<file path="config.mk">
export PLATFORM = sky130hd
export DESIGN_NAME = weighted_pattern_compressor
export DESIGN_NICKNAME = d
export VERILOG_FILES = /design/src/rtl/wkc_pkg.sv /design/src/rtl/wkc_ctrl.sv /design/src/rtl/wkc_tally.sv /design/src/rtl/wkc_pick.sv /design/src/rtl/weighted_pattern_compressor.sv
export SDC_FILE = /design/constraint.sdc
export NUM_CORES = 1
export LEC_CHECK = 0
export ABC_AREA = 1
export ABC_CLOCK_PERIOD_IN_PS = 2150
export BUFFER_PORTS_ARGS = -buffer_cell sky130_fd_sc_hd__buf_2
export CORE_ASPECT_RATIO = 0.75
export CORE_UTILIZATION = 40
export CTS_CLUSTER_DIAMETER = 120
export DETAILED_ROUTE_END_ITERATION = 7
export HOLD_SLACK_MARGIN = 0.1
export PLACE_DENSITY_LB_ADDON = 0.05
export SETUP_SLACK_MARGIN = 0.05
export SYNTH_ARGS = -nofsm -noshare
export SYNTH_HDL_FRONTEND = slang
export SYNTH_SLANG_ARGS = --single-unit
</file>
<file path="constraint.sdc">
create_clock -name clk -period 2.15 [get_ports clk]
set_input_delay 0.3225 -clock clk [delete_from_list [all_inputs] [get_ports clk]]
set_output_delay 0.3225 -clock clk [all_outputs]
set_load 0.005 [all_outputs]
</file>
<file path="src/rtl/wkc_pkg.sv">
package wkc_pkg;
    typedef enum logic [1:0] {
        ST_IDLE    = 2'd0,
        ST_COLLECT = 2'd1,
        ST_DECIDE  = 2'd2,
        ST_HOLD    = 2'd3
    } wkc_state_e;
endpackage

</file>
<file path="src/rtl/wkc_ctrl.sv">
module wkc_ctrl
    import wkc_pkg::*;
(
    input  logic       clk,
    input  logic       rst_n,
    input  logic       start_i,
    input  logic       end_i,
    output wkc_state_e state_o,
    output logic       clear_o,
    output logic       accept_o,
    output logic       load_o
);
    wkc_state_e state_q, state_d;

    always_ff @(posedge clk or negedge rst_n) begin
        if (!rst_n) state_q <= ST_IDLE;
        else        state_q <= state_d;
    end

    always_comb begin
        state_d = state_q;
        if (start_i) begin
            state_d = ST_COLLECT;
        end else begin
            unique case (state_q)
                ST_IDLE:    state_d = ST_IDLE;
                ST_COLLECT: if (end_i) state_d = ST_DECIDE;
                ST_DECIDE:  state_d = ST_HOLD;
                ST_HOLD:    state_d = ST_HOLD;
                default:    state_d = ST_IDLE;
            endcase
        end
    end

    always_comb begin
        state_o  = state_q;
        clear_o  = start_i;
        accept_o = (state_q == ST_COLLECT) && !start_i;
        load_o   = (state_q == ST_DECIDE) && !start_i;
    end
endmodule

</file>
<file path="src/rtl/wkc_tally.sv">
module wkc_tally #(
    parameter int K  = 8,
    parameter int CW = 10
) (
    input  logic                clk,
    input  logic                rst_n,
    input  logic                clear_i,
    input  logic                accept_i,
    input  logic                valid_i,
    input  logic                bit_i,
    output logic [K-1:0][CW-1:0] ones_o,
    output logic [K-1:0][CW-1:0] zeros_o
);
    localparam int          IDX_W = (K > 1) ? $clog2(K) : 1;
    localparam logic [CW-1:0] CMAX = {CW{1'b1}};

    logic [IDX_W-1:0] idx_q;
    logic             take;

    assign take = accept_i && valid_i;

    always_ff @(posedge clk or negedge rst_n) begin
        if (!rst_n)          idx_q <= '0;
        else if (clear_i)    idx_q <= '0;
        else if (take) begin
            if (idx_q == IDX_W'(K - 1)) idx_q <= '0;
            else                        idx_q <= idx_q + 1'b1;
        end
    end

    for (genvar p = 0; p < K; p++) begin : g_pos
        logic hit;
        assign hit = take && (idx_q == IDX_W'(p));

        always_ff @(posedge clk or negedge rst_n) begin
            if (!rst_n) begin
                ones_o[p]  <= '0;
                zeros_o[p] <= '0;
            end else if (clear_i) begin
                ones_o[p]  <= '0;
                zeros_o[p] <= '0;
            end else if (hit) begin
                if (bit_i && ones_o[p] != CMAX)   ones_o[p]  <= ones_o[p] + 1'b1;
                if (!bit_i && zeros_o[p] != CMAX) zeros_o[p] <= zeros_o[p] + 1'b1;
            end
        end
    end
endmodule

</file>
<file path="src/rtl/wkc_pick.sv">
module wkc_pick #(
    parameter int K       = 8,
    parameter int CW      = 10,
    parameter int WGT_W   = 4,
    parameter int W_MISS  = 1,
    parameter int W_CLEAN = 2
) (
    input  logic [K-1:0][CW-1:0] ones_i,
    input  logic [K-1:0][CW-1:0] zeros_i,
    output logic [K-1:0]         pick_o
);
    localparam int CST_W = CW + WGT_W;
    localparam logic [CST_W-1:0] WM = CST_W'(W_MISS);
    localparam logic [CST_W-1:0] WC = CST_W'(W_CLEAN);

    for (genvar p = 0; p < K; p++) begin : g_pick
        logic [CST_W-1:0] cost_zero;
        logic [CST_W-1:0] cost_one;
        assign cost_zero = CST_W'(ones_i[p]) * WM;
        assign cost_one  = CST_W'(zeros_i[p]) * WC;
        assign pick_o[p] = (ones_i[p] != '0) && (cost_one <= cost_zero);
    end
endmodule

</file>
<file path="src/rtl/weighted_pattern_compressor.sv">
module weighted_pattern_compressor
    import wkc_pkg::*;
#(
    parameter int K       = 8,
    parameter int MAX_LEN = 1023,
    parameter int WGT_W   = 4,
    parameter int W_MISS  = 1,
    parameter int W_CLEAN = 2
) (
    input  logic         clk,
    input  logic         rst_n,
    input  logic         start_i,
    input  logic         bit_valid_i,
    input  logic         bit_i,
    input  logic         end_i,
    output logic [K-1:0] pattern_o,
    output logic         done_o
);
    localparam int CW = $clog2(MAX_LEN + 1);

    wkc_state_e           st;
    logic                 clr, acc, load;
    logic [K-1:0][CW-1:0] ones, zeros;
    logic [K-1:0]         pick;

    wkc_ctrl u_ctrl (
        .clk      (clk),
        .rst_n    (rst_n),
        .start_i  (start_i),
        .end_i    (end_i),
        .state_o  (st),
        .clear_o  (clr),
        .accept_o (acc),
        .load_o   (load)
    );

    wkc_tally #(.K(K), .CW(CW)) u_tally (
        .clk      (clk),
        .rst_n    (rst_n),
        .clear_i  (clr),
        .accept_i (acc),
        .valid_i  (bit_valid_i),
        .bit_i    (bit_i),
        .ones_o   (ones),
        .zeros_o  (zeros)
    );

    wkc_pick #(.K(K), .CW(CW), .WGT_W(WGT_W), .W_MISS(W_MISS), .W_CLEAN(W_CLEAN)) u_pick (
        .ones_i  (ones),
        .zeros_i (zeros),
        .pick_o  (pick)
    );

    always_ff @(posedge clk or negedge rst_n) begin
        if (!rst_n) begin
            pattern_o <= '0;
            done_o    <= 1'b0;
        end else if (clr) begin
            pattern_o <= '0;
            done_o    <= 1'b0;
        end else if (load) begin
            pattern_o <= pick;
            done_o    <= 1'b1;
        end
    end
endmodule

</file>
Yosys cells after proc, flatten, opt, wreduce, memory -nomap -nowiden
Cells that the tools add are included.

cells by class
  order comparisons = 8
  muxes and demuxes = 58
  eq/ne operators = 27
  $add $sub $neg = 17
  reduce and logical (&&, ||, !) cells = 90

operator list
  cell                                                  number
  2-to-1 mux 10 bit                                     48
  adder 10 x 1 -> 10 bit (second input constant)        16
  inequality test 10 bit (second input constant)        16
  less-or-equal comparator 11 x 10 -> 1 bit             8
  nonzero test 10 bit                                   8
  nonzero test 2 bit                                    26
  logical AND 1 bit                                     35
  AND reduction 2 bit                                   16
  2-to-1 mux 8 bit                                      2
  equality test 3 bit (second input constant)           4
  2-to-1 mux 3 bit                                      3
  equality test 3 x 2 -> 1 bit (second input constant)  2
  one-hot mux 2 bit (3 select lines)                    1
  equality test 2 bit (second input constant)           2
  2-to-1 mux 2 bit                                      2
  adder 3 x 1 -> 3 bit (second input constant)          1
  equality test 3 x 1 -> 1 bit (second input constant)  1
  zero test 3 bit                                       1
  inequality test 3 bit (second input constant)         1
  equality test 2 x 1 -> 1 bit (second input constant)  1
  zero test 1 bit                                       2
  zero test 2 bit                                       1
  2-to-1 mux 1 bit                                      2
  OR reduction 2 bit                                    1

storage, ports and cells
  flip-flop bits (word level) = 174

Depth between registers and ports, before layout
Gate-level depths: netlist of the first run.

  depth after elaboration = 6
  depth in mapped cells = 12

Modules after synthesis
From an unflattened synthesis of the first run, not the netlist that was laid out.

second synthesis, totals
  cell total of the unflattened synthesis = 1883
  area, all modules = 12717.2 um^2

by module, submodules not included
  module                       area each (um^2)  cells each  times used  sequential area each (um^2)
  wkc_tally                    9942.0            1415        1           4078.9
  wkc_pick                     2316.0            418         1           0.0
  weighted_pattern_compressor  359.1             38          1           225.2
  wkc_ctrl                     100.1             12          1           50.0

Worst setup path after synthesis of the first run
No wires, ideal clock.

  path type = register to register
  from = register u_tally.ones_o[60] in the netlist's numbering
  to = register u_tally.ones_o[60] in the netlist's numbering
  slack = 0.645 ns
  data arrival time = 1.386 ns
  library setup time = 0.119 ns
  path buffers = 1
  cell stages (with the launch flop) = 11
  cell sequence = dfrtp_1 ha_1 nand2_1 nor2_1 nand3_1 nand2_1 nand2_1 nand2_2 buf_4 nor2_1 nor2_1

on the way
  longest elaborated chain between the ends = 4

RTL lines
  element                                                           RTL line         source
  start, declared                                                   wkc_tally.sv:11  output logic [K-1:0][CW-1:0] ones_o,
  start signal, assigned by index                                   wkc_tally.sv:37  ones_o[p] <= '0;
  start signal, assigned by index                                   wkc_tally.sv:40  ones_o[p] <= '0;
  adder 10 x 1 -> 10 bit or inequality test 10 bit (tied branches)  wkc_tally.sv:43  if (bit_i && ones_o[p] != CMAX) ones_o[p] <= ones_o[p] + 1'b1;
  2-to-1 mux 10 bit or logical AND 1 bit (tied branches)            wkc_tally.sv:43
  2-to-1 mux 10 bit or nonzero test 2 bit (tied branches)           --
  2-to-1 mux 10 bit or AND reduction 2 bit (tied branches)          --

Parallel ways exist; a longest one is shown, timed or not. The select of a mux whose other input is x is not followed.
A chain may end at the register's enable or synchronous reset.

Worst setup path in the final report of the first run
  from = register u_tally.zeros_o[31] in the netlist's numbering
  to = register u_tally.zeros_o[32] in the netlist's numbering

on the way
  longest elaborated chain between the ends = 4

RTL lines
  element                                                           RTL line         source
  start, declared                                                   wkc_tally.sv:12  output logic [K-1:0][CW-1:0] zeros_o
  start signal, assigned by index                                   wkc_tally.sv:38  zeros_o[p] <= '0;
  start signal, assigned by index                                   wkc_tally.sv:41  zeros_o[p] <= '0;
  adder 10 x 1 -> 10 bit or inequality test 10 bit (tied branches)  wkc_tally.sv:44  if (!bit_i && zeros_o[p] != CMAX) zeros_o[p] <= zeros_o[p] + 1'b1;
  2-to-1 mux 10 bit or logical AND 1 bit (tied branches)            wkc_tally.sv:44
  2-to-1 mux 10 bit or nonzero test 2 bit (tied branches)           --
  2-to-1 mux 10 bit or AND reduction 2 bit (tied branches)          --

Parallel ways exist; a longest one is shown, timed or not. The select of a mux whose other input is x is not followed.

==> key figures, run 1 <==
Outcome
  – Outcome: completed

Cells and area
  – Layout Cells excl Fill: 2341
  – Fin area: 14100 sq um
  – Net count, final: 2030
  – Number of diodes: 0
  – Area grow syn2layout: 9.79%
  – Fillers: 3264
  – Fraction of layout instances using a drive strength above 1: 7.13%
  – Share of the core filled with cells: 44.9%

Routing
  – Via total after detailed routing: 11600
  – 1st-iter DRT viols: 787
  – Routed WL: 31900 um
  – Vias per cell: 4.93
  – DRC Markers: 0
  – Drt pass-1 iters: 7
  – Detail Route Antenna Nets: 0
  – Mean routed wirelength per cell: 13.6 um

GRT
  – Largest net degree at the start of global routing: 112
  – Vias in the first global route: 10500
  – GR Overflow Total: 0
  – Antenna violations before repair: 0
  – First-pass GRT wire length: 54200 um
  – Total GRT Usage: 20.5%

Placed design
  – DP HPWL: 23100 um
  – Post-DP Area: 13500 sq um
  – Dpl cells: 2308
  – DP Worst Slack: 135 ps
  – Final Wtd Congestion: 0.844
  – PortBufs: 14

Worst setup path
  – Critical Path Fanout Max: 9
  – Worst path arrival time: 2210 ps
  – Worst path required time: 2490 ps
  – Crit Reg-Reg Endpoint: u_tally.zeros_o[32]
  – Crit path kind: reg -> reg
  – Crit start category: flop
  – Worst Reg-to-Reg Cells: 8
  – CP Capture Type: flop
  – R2r startpoint: u_tally.zeros_o[31]
  – Flop2flop setup slack: 280 ps

STA
  – Pins Over Slew Limit: 0
  – Hold Slack: 156 ps
  – Final count of hold timing violations: 0
  – Clock skew: 11.4 ps
  – Endpoints failing setup: 0
  – Slew Limit Headroom: 59.0%
  – RSZ-0062 raised after global routing: no
  – Setup WS post-layout: 281 ps
  – Post-route setup TNS: 0 ps
  – Fmax: 0.535 GHz
  – Min Tclk post-route: 1870 ps
  – Period utilization: 86.9%
  – Actual slew at the worst max-slew pin: 614 ps

Power
  – Tot Pwr: 7.18 mW
  – Pleak: 7.39 nW
  – PwrDens: 509 nW/um^2
  – VDD IR-drop max: 0.000359 V

Logic synthesis
  – Synth Register Bits: 174
  – Yosys top cell area share: 33.9%
  – Yosys synthesis warning count: 0
  – Post-Syn Area per Cell: 6.78 sq um
  – Post-synthesis sequential area ratio: 33.9%
  – Cell taking the most area after synthesis: dfrtp_1
  – Top area cells in the synthesized netlist: dfrtp_1 (34%), nand2_1 (20%), ha_1 (9.9%), inv_1 (6.4%), nand3_1 (6.4%)
  – Post-synth net total: 2001
  – Synth Cell Area: 12800 sq um
  – Cells after Synth: 1893
  – Yosys cell types: 34

Min path
  – Hold Crit Start: end_i
  – Hold-critical path endpoint: u_ctrl.state_o[0]
  – Hold depth: 4
  – Min-Delay Path Class: in -> reg

Die
  – Die Span Y: 157 um
  – CORE AREA: 31400 sq um
  – I/O pin count: 15
  – Die X: 209 um
  – # rows: 56
  – Die ar.: 32800 sq um
  – Initial core utilization: 40.9%

Clock tree
  – # clock sinks: 174
  – CTS tree: done
  – Clock latency on the worst-skew pair: 450 ps
  – Worst-path clk slew: 70 ps
  – Num CTS Buffers: 17
  – CTS H-tree depth: 4
  – Root Driver: clkbuf_16
  – Clock Path Buffers: 2

Flow run
  – Max-Cap Viols: 0
area by class of cell:
type                       count  area [sq um]  area share (%)
multi-input combinational   1460          7440            52.7
sequential                   174          4350            30.9
inverter                     222           838            5.95
tap                          406           508            3.60
clock buffer                  20           447            3.17
timing repair buffer          47           379            2.69
clock inverter                12           136           0.967
flip-flops by register name, indices dropped and copies added (netlist names):
register,count
u_tally.zeros_o,80
pattern_o,8
done_o,1
u_ctrl.state_o,2
u_tally.ones_o,80
u_tally.idx_q,3
metal layers:
metal,share of wire (%),up-vias,routed length (um),GRT usage (%)
li1,-,6152,-,-
met1,54,5233,17300,30.8
met2,42,149,13200,30.3
met3,3.3,17,1040,3.67
met4,0.78,0,250,4.55
met5,0,-,0,0
logic make-up (layout without fill, tap and decap cells):
family,Yosys count,in the layout,share of synthesized area [%]
xor+xnor,28,28,1.91
flops,174,174,33.9
compound gates,130,130,5.43
buf+inv,259,301,8.31
fa+ha+maj,102,102,9.94
simple gates,1200,1200,40.5
timing repair:
item | CTS | global route
endpoints found under the setup margin | 0 | 14
resized for setup | 0 | 4
hold endpoints to repair | 58 | 0
hold buffers | 1 | 0
setup buffers | 0 | 0
where the power goes:
part / internal (mW) / total [mW] / switching, mW / leakage, nW
Combinational: 0.201 / 0.629 / 0.428 / 4.70
Clock: 1.75 / 3.19 / 1.44 / 0.277
Sequential: 3.31 / 3.37 / 0.0520 / 2.42
layout by cell type (no fill, tap or decap), types with 5 or more instances in the layout:
cell type  instances
nand2_1          679
inv_1            220
nor2_1           186
dfrtp_1          174
nand3_1          165
ha_1             102
nand4_1           95
o21ai_0           64
a21oi_1           32
buf_4             28
xor2_1            23
or2_2             20
nor2_2            19
clkbuf_16         17
o21ai_1           15
buf_2             13
nand3b_1           9
a21o_1             7
nand3_2            7
nor3b_1            6
xnor2_1            5
critical path: stages (launching register included):
cell	delay, ps
dfrtp_1	430
ha_1	210
nand2_1	70
nor2_1	220
nand3_1	160
o21ai_2	290
nand2_2	200
nand2_1	120
nand2_1	60
cell usage after synthesis (all sizes together):
master and number:
nand4 95, o22ai 2, dfrtp 174, o21bai 3
xor2 23, nor3b 6, o211ai 3, or2 20
nor3 4, o21ai 83, ha 102, nand3b 9
clkbuf 10, xnor2 5, a21oi 32, a21o 7
buf 27, nor2 209, inv 222, nand2 685
nand3 172
how the worst max path moves through the flow:
stage,startpoint,to,slack [ps],depth (start not counted)
6_report,u_tally.zeros_o[31],u_tally.zeros_o[32],280,8
5_1_grt,u_tally.zeros_o[40],u_tally.zeros_o[44],60,9
4_1_cts,u_tally.zeros_o[31],u_tally.zeros_o[32],100,8
3_5_place_dp,u_tally.zeros_o[31],u_tally.zeros_o[32],140,8
3_3_place_gp,u_tally.zeros_o[31],u_tally.zeros_o[38],230,8
2_1_floorplan,u_tally.ones_o[60],u_tally.ones_o[60],640,10
(Power assumes the default switching activity.)
==> run 2: changes to the inputs <==
--- a/config.mk
+++ b/config.mk
@@ -8,7 +8,8 @@
 export ABC_AREA = 1
 export ABC_CLOCK_PERIOD_IN_PS = 2150
 export BUFFER_PORTS_ARGS = -buffer_cell sky130_fd_sc_hd__buf_2
-export CORE_ASPECT_RATIO = 0.75
+export CORE_ASPECT_RATIO = 1.2
+export CORE_MARGIN = 3
 export CORE_UTILIZATION = 40
 export CTS_CLUSTER_DIAMETER = 120
 export DETAILED_ROUTE_END_ITERATION = 7
==> run 2 against run 1 <==
  * Core utilization is 0.38 points lower
  * Combinational power is 3.8% lower
  * First-iteration DRC count is 31% lower
  * Sequential share of layout area is 0.13 points higher
  * Final area is 0.39% lower
  * Critical path type unchanged
  * Largest cell class unchanged
==> key figures, run 2 (synthesis results as in run 1) <==
Clock tree
  – Worst-path clk slew: 70 ps
  – CTS H-tree depth: 4
  – CTS tree: done
  – Num CTS Buffers: 17
  – Clock Path Buffers: 2
  – # clock sinks: 174
  – Clock latency on the worst-skew pair: 440 ps
  – Root Driver: clkbuf_16

GRT
  – GR Overflow Total: 0
  – Largest net degree at the start of global routing: 101
  – M2 GR Usage: 32.0%
  – First-pass GRT wire length: 54000 um
  – Total GRT Usage: 18.9%
  – Met1 usage in global routing: 25.5%
  – Met3 Track Usage GR: 2.52%
  – Antenna violations before repair: 0
  – Vias in the first global route: 11100
  – Most Crowded Layer GR: met2

Routing
  – Detail Route Antenna Nets: 0
  – Via total after detailed routing: 11600
  – Routed WL: 31100 um
  – 1st-iter DRT viols: 544
  – Vias per cell: 4.98
  – DRC Markers: 0
  – Drt pass-1 iters: 5
  – Mean routed wirelength per cell: 13.3 um

Worst setup path
  – Worst Reg-to-Reg Cells: 10
  – CP Capture Type: flop
  – Critical Path Fanout Max: 11
  – Launch point of the worst path: u_tally.idx_q[0]
  – R2r startpoint: u_tally.idx_q[0]
  – Crit Reg-Reg Endpoint: u_tally.zeros_o[7]
  – Crit start category: flop
  – Crit path kind: reg -> reg
  – Worst path arrival time: 2240 ps
  – Worst path required time: 2480 ps
  – Flop2flop setup slack: 230 ps

Die
  – # rows: 71
  – CORE AREA: 31500 sq um
  – Initial core utilization: 40.7%
  – Die X: 170 um
  – I/O pin count: 15
  – Die ar.: 34300 sq um
  – Die Span Y: 202 um

Placed design
  – PortBufs: 14
  – DP HPWL: 22500 um
  – DP Worst Slack: 228 ps
  – Post-DP Area: 13500 sq um
  – Final Wtd Congestion: 0.814

STA
  – Min Tclk post-route: 1920 ps
  – Clock skew: 8.15 ps
  – Setup WS post-layout: 235 ps
  – Final count of hold timing violations: 0
  – Slew Limit Headroom: 65.8%
  – Post-route setup TNS: 0 ps
  – Actual slew at the worst max-slew pin: 510 ps
  – Endpoints failing setup: 0
  – Period utilization: 89.1%
  – Fmax: 0.522 GHz
  – RSZ-0062 raised after global routing: no
  – Pins Over Slew Limit: 0

Power
  – Pleak: 7.37 nW
  – VDD IR-drop max: 0.000473 V
  – PwrDens: 502 nW/um^2

Min path
  – Hold Crit Start: end_i
  – Min-Delay Path Class: in -> reg
  – Hold depth: 4
  – Hold-critical path endpoint: u_ctrl.state_o[0]

Flow run
  – Max-Cap Viols: 0

Cells and area
  – Fin area: 14000 sq um
  – Most common cell after layout, fill and taps aside: nand2_1
  – Area grow syn2layout: 9.36%
  – Most frequent cells in the layout: nand2_1 (680), inv_1 (220), nor2_1 (186), dfrtp_1 (173), nand3_1 (165)
  – Largest regs: u_tally.ones_o: 80 flops, u_tally.zeros_o: 80 flops, pattern_o: 8 flops
  – Number of diodes: 0
  – Fraction of layout instances using a drive strength above 1: 6.84%
  – Share of the core filled with cells: 44.5%
  – Net count, final: 2024

Outcome
  – Outcome: completed
[run 2: cell count changes in the layout (fill, tap and decap cells not counted), sizes merged]
cell      before  now
clkinvlp       3    2
clkinv         5    7
bufinv         2    1
buf           45   39
[run 2: worst max-delay path, cell delays in order, from the launching register on]
cell and delay [ps]:
dfrtp_1 400, inv_1 120, ha_1 180, inv_1 40, nor2_1 170, nand3_2 140
nor2_2 410, nor2_2 40, buf_4 180, nand2_1 60, nand2_1 50
[run 2: stage by stage]
stage	cells	hold WS, ps	power (mW)
final	2330	158	7.05
after CTS	2330	135	7.18
after detailed placement	2297	166	4.05
after global routing	2330	150	7.39
after global placement	2297	169	4.04
after floorplan	1893	26.9	3.80
[run 2: power by group]
group,internal [mW],switching (mW)
clock network,1.67,1.42
logic,0.193,0.411
registers,3.31,0.0523
total,5.17,1.88
[run 2: area by class of cell]
type / instances / area, sq um
Fill cell: 3286 / 17500
Multi-Input combinational cell: 1460 / 7420
Sequential cell: 174 / 4360
Inverter: 222 / 838
Tap cell: 401 / 502
Clock buffer: 20 / 457
Timing Repair Buffer: 41 / 359
Clock inverter: 12 / 113
[run 2: how the worst max path moves through the flow]
stage	depth (start not counted)	end
finish	10	u_tally.zeros_o[7]
floorplan	10	u_tally.ones_o[60]
global route	9	u_tally.ones_o[49]
CTS	10	u_tally.zeros_o[7]
global placement	10	u_tally.zeros_o[7]
detailed placement	6	u_tally.zeros_o[72]
[run 2: routing by layer]
metal	routed length, um	part of all wire [%]	vias up
met5	0	0	-
met4	430	1.4	0
met3	764	2.5	31
met2	14800	48	128
met1	15100	49	5298
li1	-	-	6138
[run 2: repair_timing]
action	CTS	global route
gates resized for setup	0	1
hold endpoints to repair	174	0
hold buffers	1	0
endpoints found under the setup margin	0	2
buffers inserted	0	0
